[src/rtl/uart_irq_pkg.sv]
package uart_irq_pkg;
  localparam int SRC_N = 4;
  // enable bit positions
  localparam int EN_RX    = 0;
  localparam int EN_THRE  = 1;
  localparam int EN_LINE  = 2;
  localparam int EN_MODEM = 3;
  // latched cause slots
  localparam int LAT_N     = 3;
  localparam int LAT_LINE  = 0;
  localparam int LAT_THRE  = 1;
  localparam int LAT_MODEM = 2;

  localparam logic [3:0] FIFO_MARK = 4'b1100;

  typedef enum logic [3:0] {
    ID_NONE    = 4'h1,
    ID_LINE    = 4'h6,
    ID_TIMEOUT = 4'hC,
    ID_RXDATA  = 4'h4,
    ID_THRE    = 4'h2,
    ID_MODEM   = 4'h0
  } irq_id_e;

  typedef struct packed {
    logic line;
    logic timeout;
    logic rxdata;
    logic thre;
    logic modem;
  } cause_t;
endpackage

[src/rtl/irq_src_latch.sv]
module irq_src_latch (
  input  logic clk,
  input  logic rst_n,
  input  logic set_i,
  input  logic clr_i,
  output logic pend_o
);
  logic pend_d;

  // set wins over a clear in the same cycle
  always_comb begin
    pend_d = pend_o;
    if (clr_i) pend_d = 1'b0;
    if (set_i) pend_d = 1'b1;
  end

  always_ff @(posedge clk or negedge rst_n) begin
    if (!rst_n) pend_o <= 1'b0;
    else        pend_o <= pend_d;
  end
endmodule

[src/rtl/rx_timeout_timer.sv]
module rx_timeout_timer #(
  parameter int TO_CHARS = 4
) (
  input  logic clk,
  input  logic rst_n,
  input  logic rx_nonempty_i,
  input  logic char_tick_i,
  input  logic rx_push_i,
  input  logic rx_read_i,
  output logic expired_o
);
  localparam int CW = (TO_CHARS > 1) ? $clog2(TO_CHARS) : 1;
  localparam logic [CW-1:0] LAST = CW'(TO_CHARS - 1);

  logic [CW-1:0] cnt_q, cnt_d;
  logic          exp_d;
  logic          restart;

  assign restart = rx_push_i | rx_read_i | ~rx_nonempty_i;

  always_comb begin
    cnt_d = cnt_q;
    exp_d = expired_o;
    if (rx_read_i) exp_d = 1'b0;
    if (restart) begin
      cnt_d = '0;
    end else if (char_tick_i && !expired_o) begin
      if (cnt_q == LAST) begin
        cnt_d = '0;
        exp_d = 1'b1;
      end else begin
        cnt_d = cnt_q + 1'b1;
      end
    end
  end

  always_ff @(posedge clk or negedge rst_n) begin
    if (!rst_n) begin
      cnt_q     <= '0;
      expired_o <= 1'b0;
    end else begin
      cnt_q     <= cnt_d;
      expired_o <= exp_d;
    end
  end
endmodule

[src/rtl/irq_prio_enc.sv]
module irq_prio_enc
  import uart_irq_pkg::*;
(
  input  cause_t  cause_i,
  output irq_id_e id_o
);
  always_comb begin
    if      (cause_i.line)    id_o = ID_LINE;
    else if (cause_i.timeout) id_o = ID_TIMEOUT;
    else if (cause_i.rxdata)  id_o = ID_RXDATA;
    else if (cause_i.thre)    id_o = ID_THRE;
    else if (cause_i.modem)   id_o = ID_MODEM;
    else                      id_o = ID_NONE;
  end
endmodule

[src/rtl/uart_irq_ident.sv]
module uart_irq_ident
  import uart_irq_pkg::*;
#(
  parameter int TO_CHARS = 4
) (
  input  logic             clk,
  input  logic             rst_n,
  input  logic             ier_wr,
  input  logic [SRC_N-1:0] ier_wdata,
  input  logic             ev_line_err,
  input  logic             rx_level_hit,
  input  logic             rx_nonempty,
  input  logic             rx_push,
  input  logic             char_tick,
  input  logic             thr_drained,
  input  logic             ev_modem,
  input  logic             rd_lsr,
  input  logic             rd_rbr,
  input  logic             rd_iir,
  input  logic             rd_msr,
  input  logic             wr_thr,
  output logic             irq,
  output logic [7:0]       iir_byte
);
  logic [SRC_N-1:0] ier_q, ier_d;
  logic [LAT_N-1:0] lat_set, lat_clr, lat_pend;
  logic             to_pend;
  cause_t           masked;
  irq_id_e          cur_id;

  // enable register
  always_comb ier_d = ier_wr ? ier_wdata : ier_q;

  always_ff @(posedge clk or negedge rst_n) begin
    if (!rst_n) ier_q <= '0;
    else        ier_q <= ier_d;
  end

  // set / clear wiring for latched causes
  always_comb begin
    lat_set[LAT_LINE]  = ev_line_err;
    lat_clr[LAT_LINE]  = rd_lsr;
    lat_set[LAT_THRE]  = thr_drained;
    lat_clr[LAT_THRE]  = wr_thr | (rd_iir & (cur_id == ID_THRE));
    lat_set[LAT_MODEM] = ev_modem;
    lat_clr[LAT_MODEM] = rd_msr;
  end

  for (genvar g = 0; g < LAT_N; g++) begin : g_lat
    irq_src_latch u_lat (
      .clk    (clk),
      .rst_n  (rst_n),
      .set_i  (lat_set[g]),
      .clr_i  (lat_clr[g]),
      .pend_o (lat_pend[g])
    );
  end

  rx_timeout_timer #(.TO_CHARS(TO_CHARS)) u_tmo (
    .clk           (clk),
    .rst_n         (rst_n),
    .rx_nonempty_i (rx_nonempty),
    .char_tick_i   (char_tick),
    .rx_push_i     (rx_push),
    .rx_read_i     (rd_rbr),
    .expired_o     (to_pend)
  );

  always_comb begin
    masked.line    = lat_pend[LAT_LINE]  & ier_q[EN_LINE];
    masked.timeout = to_pend             & ier_q[EN_RX];
    masked.rxdata  = rx_level_hit        & ier_q[EN_RX];
    masked.thre    = lat_pend[LAT_THRE]  & ier_q[EN_THRE];
    masked.modem   = lat_pend[LAT_MODEM] & ier_q[EN_MODEM];
  end

  irq_prio_enc u_enc (
    .cause_i (masked),
    .id_o    (cur_id)
  );

  assign iir_byte = {FIFO_MARK, cur_id};
  assign irq      = |masked;
endmodule

[config.mk]
export PLATFORM = sky130hd
export DESIGN_NAME = uart_irq_ident
export DESIGN_NICKNAME = d
export VERILOG_FILES = /design/src/rtl/uart_irq_pkg.sv /design/src/rtl/irq_src_latch.sv /design/src/rtl/rx_timeout_timer.sv /design/src/rtl/irq_prio_enc.sv /design/src/rtl/uart_irq_ident.sv
export SDC_FILE = /design/constraint.sdc
export NUM_CORES = 1
export LEC_CHECK = 0
export ABC_AREA = 1
export CELL_PAD_IN_SITES_DETAIL_PLACEMENT = 1
export CELL_PAD_IN_SITES_GLOBAL_PLACEMENT = 2
export CORE_ASPECT_RATIO = 0.9
export CORE_UTILIZATION = 21
export CTS_CLUSTER_DIAMETER = 150
export DETAILED_ROUTE_END_ITERATION = 6
export PLACE_DENSITY_LB_ADDON = 0.1
export REMOVE_ABC_BUFFERS = 1
export SYNTH_ARGS = -nofsm -noshare
export SYNTH_HDL_FRONTEND = slang
export SYNTH_SLANG_ARGS = --single-unit
[constraint.sdc]
create_clock -name clk -period 1.95 [get_ports clk]
set_input_delay 0.39 -clock clk [delete_from_list [all_inputs] [get_ports clk]]
set_output_delay 0.39 -clock clk [all_outputs]
set_load 0.1 [all_outputs]
==> impl_metrics.csv <==
group,metric,value,unit
drt,drtIter0Drc,2,
drt,drc,0,
hold_path,hp-class,"input port to asynchronous set/reset pin",
sta,skew,0.000967,ns
clock_tree,cts_root_buf,"clkbuf_4",
yosys,netlist_instances,62,
clock_tree,postCtsSetupRepairBufs,0,
sta,timing.final.ws_setup,0.0800,ns
grt,grtUsageTotal,9.84,%
clock_tree,cts.path.max_buffers,2,
place,io_buffers,23,
place,gp_congestion,0.650,
yosys,netlist_area,513,um2
layout,layout-drive-gt1-share,16.1,%
die,die-area,2640,um2
grt,antenna_found_initial,0,
setup_path,crit_family,"buffers and inverters",
drt,drt.antenna.violating_nets,0,
die,floorplan.rows,16,
sta,rsz0062_at_grt,"no",
sta,finalHoldViolations,0,
die,die_x,54.1,um
setup_path,cp.arrival,1.48,ns
setup_path,critPathCaptureType,"output pin",
setup_path,path_buf_inv,3,
clock_tree,h-tree-depth,1,
die,core_area,2240,um2
layout,nNetsFinal,109,
yosys,avgSynthCellArea,8.27,um2
setup_path,cp_data_required_time,1.56,ns
drt,viasPerCell,4.11,
drt,drt_pass1_iterations,2,
grt,top_usage_layer,"met2",
sta,tns,0,ns
layout,fin_area,840,um2
die,initial_core_util,22.9,%
grt,grt_max_degree,11,
yosys,synth-seq-cells,10,
grt,grt_pass1_wl,1860,um
status,status,"finished, final reports clean",
sta,finalSetupViolCount,0,
clock_tree,cts_hold_buf,0,
layout,area_growth,63.7,%
clock_tree,clk_latency,0.25,ns
sta,period_share,95.9,%
place,post_dp_cell_area,812,um2
layout,num_antenna_cells,0,
sta,fmax,0.535,GHz
setup_path,cp_cell_sequence,"clkdlybuf4s50_1 -> o21ai_2 -> nand2_2 -> nor2_4 -> inv_1 -> buf_12",
clock_tree,cts_buffers,3,
die,top_level_ports,28,
grt,gr-usage-met2,15.2,%
clock_tree,cts_tree,"yes",
power,peakVddDrop,318,uV
grt,use_met3,3.74,%
grt,grt_pass1_vias,429,
job,maxCapViolations,0,
sta,final-max-slew-violation-count,0,
power,powerDensity,741,nW/um2
sta,min_period,1.87,ns
yosys,ys_seq_area_share,48.8,%
drt,wl_per_cell,10.4,um
setup_path,critPathLaunchType,"input port",
setup_path,slowest_delay,0.42,ns
clock_tree,cts.sinks,10,
setup_path,crit_slowest_cell,"clkdlybuf4s50_1",
setup_path,criticalPathCategory,"input port to output pin",
setup_path,cp_max_fo,3,
yosys,yosys_warnings,0,
clock_tree,clk_pin_slew,0.06,ns
grt,overflow,0,
grt,gr-usage-met1,12.6,%
yosys,ys_types,16,
power,p_leak,0.401,nW
drt,num_vias,469,
place,dp.final_hpwl,1020,um
place,dp_slack,0.0310,ns
die,dieHeight,48.9,um
drt,routed_wl,1190,um
==> worst register-to-register path, cell delays in order, from the launching register on <==
cell,delay (ns)
dfrtp_1,0.40
ha_1,0.22
nor2_1,0.12
nand2_1,0.07
a21oi_1,0.11
==> worst paths after layout <==
kind / start / to / slack (ns) / depth (start not counted)
worst max register to register: u_tmo.cnt_q[0] / u_tmo.cnt_q[0] / 0.97 / 4
worst min register to register: ier_q[2] / ier_q[2] / 0.51 / 1
min in group clk: ier_q[2] / ier_q[2] / 0.51 / 1
worst max-delay path: rx_level_hit / irq / 0.08 / 6
worst min-delay path: rst_n / g_lat[1].u_lat.pend_o / 0.45 / 1
max in group asynchronous: rst_n / ier_q[2] / 1.19 / 1
==> cells by family (layout without fill, tap and decap cells) <==
family	Yosys count	in the layout	share of synthesized area, %
and+or+nand+nor	24	24	19.0
buffers and inverters	14	37	13.2
DFF	10	10	48.8
AOI/OAI and AO/OA	9	9	10.7
other	2	4	1.46
muxes	2	2	4.39
adders and majority gates	1	1	2.44
==> stage by stage <==
stage	utilization, %	hold slack [ns]	total power, mW	std cells
floorplan	-	0.0944	0.383	60
global placement	36.2	0.494	0.489	111
detailed placement	36.2	0.501	0.492	111
CTS	37.2	0.460	0.633	114
global route	37.4	0.477	0.654	114
finish	37.4	0.449	0.622	114
==> cell type report <==
cell class,count,area [um2]
multi-input combinational,40,208
clock buffer,3,22.5
sequential,10,250
tap,27,33.8
inverter,10,37.5
timing repair buffer,24,288
fill,274,1400
==> layout by cell type (no fill, tap or decap) <==
master,n
mux2_2,2
o21ai_2,1
dfrtp_1,10
o21bai_1,2
buf_12,5
ha_1,1
nand2_1,15
buf_4,1
inv_1,10
o22ai_1,1
conb_1,4
o21ai_0,3
a21oi_1,2
nand2_2,1
clkdlybuf4s50_1,18
nand3_1,2
clkbuf_4,3
nor2_1,5
nor2_4,1
==> registers in the layout, indices dropped and copies added, names as in the netlist <==
signal              cells
u_tmo.cnt_q             2
u_tmo.expired_o         1
g_lat.u_lat.pend_o      3
ier_q                   4
==> metal layers <==
| layer | up-vias | routed length (um) |
|---|---|---|
| met5 | - | 0 |
| met4 | 0 | 0 |
| met3 | 0 | 68 |
| met2 | 17 | 577 |
| met1 | 218 | 546 |
| li1 | 234 | - |
==> synthesized netlist by cell type <==
cell | count | share of area, %
nand2_1 | 15 | 11
o21ai_2 | 1 | 1.7
conb_1 | 2 | 1.5
dfrtp_1 | 10 | 49
o22ai_1 | 1 | 1.2
o21bai_1 | 2 | 2.9
inv_1 | 10 | 7.3
ha_1 | 1 | 2.4
o21ai_0 | 3 | 2.9
nor2_1 | 5 | 3.7
buf_4 | 4 | 5.9
nor2_2 | 1 | 1.2
nand3_1 | 2 | 2.0
nand2_2 | 1 | 1.2
mux2_2 | 2 | 4.4
a21oi_1 | 2 | 2.0
==> power by group <==
group | switching (mW) | internal, mW | total [mW]
Combinational | 0.166 | 0.0954 | 0.261
Sequential | 0.00710 | 0.220 | 0.228
Clock | 0.0627 | 0.0709 | 0.134
Total | 0.236 | 0.387 | 0.622
==> what timing repair did <==
item	in CTS	in global routing
endpoints found under the setup margin	0	1
hold endpoints to repair	0	0
resized for setup	0	1
Power figures use the tool's default switching activity.
